==> config.mk <==
export PLATFORM = sky130hd
export DESIGN_NAME = mbus_arbiter
export DESIGN_NICKNAME = d
export VERILOG_FILES = /design/src/rtl/arb_pkg.sv /design/src/rtl/bus_cycle_timer.sv /design/src/rtl/surrender_policy.sv /design/src/rtl/mbus_arbiter.sv
export SDC_FILE = /design/constraint.sdc
export NUM_CORES = 1
export LEC_CHECK = 0
export BUFFER_PORTS_ARGS = -buffer_cell sky130_fd_sc_hd__buf_4
export CAP_MARGIN = 40
export CORE_AREA = 2 2 39 41
export DETAILED_ROUTE_END_ITERATION = 8
export DIE_AREA = 0 0 41 43
export PLACE_DENSITY = 0.45
export RECOVER_POWER = 50
export SETUP_SLACK_MARGIN = 0.5
export SLEW_MARGIN = 20
export SYNTH_ARGS = -nofsm -noshare
export SYNTH_HDL_FRONTEND = slang
export SYNTH_SLANG_ARGS = --single-unit
export TNS_END_PERCENT = 1
==> constraint.sdc <==
create_clock -name clk -period 1.65 [get_ports clk]
set_clock_uncertainty 0.1 [all_clocks]
set_input_delay 0.2475 -clock clk [delete_from_list [all_inputs] [get_ports clk]]
set_output_delay 0.2475 -clock clk [all_outputs]
set_load 0.05 [all_outputs]
==> src/rtl/arb_pkg.sv <==
package arb_pkg;
  typedef enum logic [1:0] {
    ST_IDLE = 2'd0,
    ST_WAIT = 2'd1,
    ST_OWN  = 2'd2
  } arb_state_e;
endpackage

==> src/rtl/bus_cycle_timer.sv <==
module bus_cycle_timer #(
  parameter int CYC_LEN = 4
) (
  input  logic clk,
  input  logic rst,
  input  logic start_i,
  output logic active_o,
  output logic done_o
);
  localparam int CNT_W = (CYC_LEN > 1) ? $clog2(CYC_LEN) : 1;
  localparam logic [CNT_W-1:0] LAST = CNT_W'(CYC_LEN - 1);

  logic [CNT_W-1:0] cnt;

  always_ff @(posedge clk) begin
    if (rst) begin
      active_o <= 1'b0;
      done_o   <= 1'b0;
      cnt      <= '0;
    end else begin
      done_o <= 1'b0;
      if (active_o) begin
        if (cnt == LAST) begin
          active_o <= 1'b0;
          done_o   <= 1'b1;
        end else begin
          cnt <= cnt + 1'b1;
        end
      end else if (start_i) begin
        active_o <= 1'b1;
        cnt      <= '0;
      end
    end
  end

  // the done pulse lasts a single clock
  assert_done_single_R5: assert property (@(posedge clk) disable iff (rst)
    done_o |=> !done_o);
  // an accepted start opens a cycle
  assert_start_opens_R5: assert property (@(posedge clk) disable iff (rst)
    (start_i && !active_o) |=> active_o);
endmodule

==> src/rtl/surrender_policy.sv <==
module surrender_policy (
  input  logic prio_in_i,
  input  logic common_req_i,
  input  logic next_need_i,
  input  logic surrender_any_i,
  output logic release_o
);
  logic higher_waiting;
  logic idle_yield;
  logic any_yield;

  always_comb begin
    higher_waiting = !prio_in_i;
    idle_yield     = common_req_i && !next_need_i;
    any_yield      = surrender_any_i && common_req_i;
    release_o      = higher_waiting || idle_yield || any_yield;
  end
endmodule

==> src/rtl/mbus_arbiter.sv <==
module mbus_arbiter #(
  parameter int CYC_LEN = 4
) (
  input  logic clk,
  input  logic rst,
  input  logic loc_req_i,
  input  logic loc_sys_i,
  output logic grant_o,
  output logic done_o,
  input  logic surrender_any_i,
  input  logic prio_in_i,
  output logic prio_out_o,
  input  logic busy_i,
  output logic busy_o,
  output logic bus_req_o,
  input  logic common_req_i,
  output logic common_req_o
);
  import arb_pkg::*;

  arb_state_e st;
  logic want;
  logic rel;
  logic active;
  logic start;

  assign want = loc_req_i && loc_sys_i;

  surrender_policy u_policy (
    .prio_in_i      (prio_in_i),
    .common_req_i   (common_req_i),
    .next_need_i    (want),
    .surrender_any_i(surrender_any_i),
    .release_o      (rel)
  );

  assign start = (st == ST_OWN) && !active && !rel && want;

  bus_cycle_timer #(.CYC_LEN(CYC_LEN)) u_timer (
    .clk     (clk),
    .rst     (rst),
    .start_i (start),
    .active_o(active),
    .done_o  (done_o)
  );

  always_ff @(posedge clk) begin
    if (rst) begin
      st <= ST_IDLE;
    end else begin
      unique case (st)
        ST_IDLE: if (want) st <= ST_WAIT;
        ST_WAIT: begin
          if (!want)                     st <= ST_IDLE;
          else if (prio_in_i && !busy_i) st <= ST_OWN;
        end
        ST_OWN:  if (!active && rel) st <= ST_IDLE;
        default: st <= ST_IDLE;
      endcase
    end
  end

  assign grant_o      = (st == ST_OWN);
  assign busy_o       = (st == ST_OWN);
  assign bus_req_o    = (st != ST_IDLE);
  assign common_req_o = (st == ST_WAIT);
  assign prio_out_o   = prio_in_i && (st == ST_IDLE);

  // a running bus cycle is never cut short
  assert_hold_midcycle_R6: assert property (@(posedge clk) disable iff (rst)
    (st == ST_OWN && active) |=> (st == ST_OWN));
  // ownership begins only with priority present and the bus free
  assert_acquire_rules_R3: assert property (@(posedge clk) disable iff (rst)
    $rose(busy_o) |-> ($past(prio_in_i) && !$past(busy_i)));
  // no contention means the owner stays
  assert_keep_uncontested_R4: assert property (@(posedge clk) disable iff (rst)
    (st == ST_OWN && prio_in_i && !common_req_i) |=> (st == ST_OWN));
  // lower requesters are ignored under the priority-only strap
  assert_lower_ignored_R7: assert property (@(posedge clk) disable iff (rst)
    (st == ST_OWN && !surrender_any_i && prio_in_i && want) |=> (st == ST_OWN));
endmodule

==> flow_summary_export.csv <==
group,metric,value,unit
run_status,status,"complete, no violations",
synthesis,syn-num-nets,43,
setup_path,cp.required,1300,ps
timing,setup_viol,0,
setup_path,end_kind,"output port",
setup_path,path_class,"flop to output port",
timing,tightest_slew,592.8,ps
synthesis,synth_warnings,0,
setup_path,arrival,1090,ps
detailed_routing,wl_per_cell,11.63,um
cts,clk_latency,240,ps
detailed_routing,via_count,309,
cts,numCtsBuffers,3,
final_layout,areaGrowthSynthToFinish,57.72,%
timing,slew_headroom,60.65,%
synthesis,synth-simple-area-share,33.74,%
synthesis,synth_top_family_by_area,"simple AND/OR/NAND/NOR gates",
placed_design,portBuffers,13,
final_layout,fin_nets,63,
pwr,pwr_density_cell,693.5,mW/mm^2
detailed_routing,wirelength,791,um
synthesis,synth.area.mux_share,3.252,%
pwr,power_leakage,0.2147,nW
floorplanning,rows,14,
floorplanning,die-area,0.001763,sq mm
cts,clk_path_buf_depth,2,
cts,clock_tree.root_cell,"clkbuf_4",
global_routing,antenna_found_initial,0,
timing,fmax,0.6962,GHz
detailed_routing,via_per_inst,4.544,
synthesis,synth-compound-area-share,15.04,%
timing,maxSlewViolCount,0,
detailed_routing,drcViolationCount,0,
synthesis,synth_xor_area_share,0,%
global_routing,grt_pass1_vias,334,
global_routing,grt_max_degree,8,
final_layout,fillers,161,
synthesis,avgSynthCellArea,9.053,sq um
synthesis,synthAdderAreaFrac,4.065,%
pwr,vdd.ir_drop.worst,0.0002811,V
synthesis,synth.distinct_cells,22,
timing,min_period,1436,ps
final_layout,antenna_cells,0,
placed_design,gp_congestion,0.6568,
cts,cts.clk_slew.worst_paths,40,ps
final_layout,fin_cells,68,
cts,cts_sinks,6,
floorplanning,coreArea,0.001384,sq mm
synthesis,syn-cell-area,307.8,sq um
floorplanning,pin_count,14,
global_routing,grt_pass1_wl,1428,um
placed_design,dp_cells,62,
setup_path,cp-start-kind,"flop",
detailed_routing,drt_iter0_markers,3,
synthesis,ys_ff_latch,6,
global_routing,grt_use_total,12.86,%
floorplanning,die_width,41,um
timing,final_hold_viol_count,0,
global_routing,grt-ovfl-total,0,
floorplanning,start_util,22.24,%
placed_design,dpl.hpwl,642.3,um
worst_hold_path,hold_class,"input pin to flop",
timing,setup_tns,0,ps
final_layout,post_route_cells_drive_above_1_share,42.31,%
synthesis,postSynthCellCount,34,
cts,cts_htree_levels,1,
setup_path,critical_path.max_fanout,4,
run,cap_violations,0,
detailed_routing,ant_nets,0,
detailed_routing,first_pass_iters,3,
timing,period_share,87.05,%
cts,cts_tree,"built",
synthesis,synth-seq-area-share,39.02,%
floorplanning,die_h,43,um
timing,rsz0062_at_grt,"yes",
==> power by group <==
part | internal (mW) | switching, mW
combinational | 0.0274 | 0.0315
clock | 0.0820 | 0.0495
sequential | 0.145 | 0.00103
total | 0.255 | 0.0820
==> metrics by stage <==
stage	instance area (sq um)	hold slack, ps	total power, mW	utilization [%]	setup WS, ps
detailed placement	442.9	361.7	0.2061	32.01	360.9
CTS	500.5	114.4	0.3438	36.17	217.2
global route	485.5	107.4	0.3635	35.08	121.9
global placement	442.9	361.7	0.2052	32.01	389.5
floorplan	336.6	212.2	0.1808	-	337.2
finish	485.5	115.3	0.3367	35.08	213.6
==> layer usage <==
layer | global-route usage [%] | vias up | routed length, um | part of all wire [%]
met1 | 12.90 | 144 | 283 | 36
met2 | 19.06 | 6 | 460 | 58
li1 | - | 159 | - | -
met5 | 0 | - | 0 | 0
met3 | 9.424 | 0 | 47 | 5.9
met4 | 6.000 | 0 | 0 | 0
==> cells by family after synthesis <==
kind of cell	after synthesis
and+or+nand+nor	17
AOI/OAI and AO/OA	6
DFF	6
adders and majority gates	1
buffers and inverters	3
muxes	1
==> registers in the layout, indices dropped and copies added (netlist names) <==
register and flops:
st 2, u_timer.active_o 1, u_timer.cnt 2, u_timer.done_o 1
==> cell usage after synthesis <==
library cell  number  area [sq um]
inv_1              2         7.510
o31ai_1            1         7.510
nand3b_1           2         15.01
dfxtp_1            6         120.1
a21o_1             1         7.510
a2111oi_0          1         8.760
or3_1              1         6.260
a41oi_1            1         8.760
mux2i_1            1         10.01
nand2b_1           1         6.260
ha_1               1         12.51
nand4bb_1          1         11.26
and2_1             1         6.260
buf_4              1         7.510
nor3_1             2         10.01
nor2b_1            3         18.77
or2_1              1         6.260
o21ai_1            1         5.000
a311oi_1           1         8.760
nand2_1            2         7.510
nor2_1             2         7.510
nor2b_2            1         8.760
==> critical path, cell delays in order, from the launching register on <==
cell and delay, ps:
dfxtp_4 340, buf_4 140, nor2b_1 150, buf_4 220
==> cell type report <==
cell class	count	area [sq um]	share of cell area [%]
sequential	6	123.9	25.52
timing repair buffer	16	123.9	25.52
tap	16	20.02	4.124
inverter	2	7.507	1.546
clock buffer	3	22.52	4.639
multi-input combinational	25	187.7	38.66
==> cell usage in the layout, fill, tap and decap left out <==
cell       synthesis  routed
inv_1              2       2
o31ai_1            1       1
nand4bb_1          1       1
nor2b_1            3       3
a311oi_1           1       1
and2_1             1       1
buf_8              0       1
o21ai_1            1       1
or3_1              1       1
clkbuf_4           0       3
nor2b_4            0       1
mux2i_1            1       1
a41oi_1            1       1
dfxtp_1            6       5
clkbuf_1           0       1
or2_4              0       1
dfxtp_4            0       1
nor2_4             0       1
nand2_1            2       2
nor3_1             2       2
buf_4              1      14
nor2_1             2       1
nand2b_1           1       1
ha_1               1       1
a21o_1             1       1
a2111oi_0          1       1
nand3b_1           2       2
==> repair_timing <==
action                     in CTS  in global routing
hold buffers                    0                  0
setup endpoints to repair       8                  9
resized for setup               4                  0
setup buffers                   3                  0
pin swaps                       2                  0
==> path summary, 6_finish.rpt <==
path	from	to	slack, ps	cells after the start
hold reg to reg	u_timer.active_o	u_timer.done_o	370	2
setup / recovery	st[1]	common_req_o	210	3
setup reg to reg	u_timer.cnt[0]	u_timer.cnt[0]	350	4
hold / removal	rst	st[1]	120	2
(Power assumes the default switching activity.)
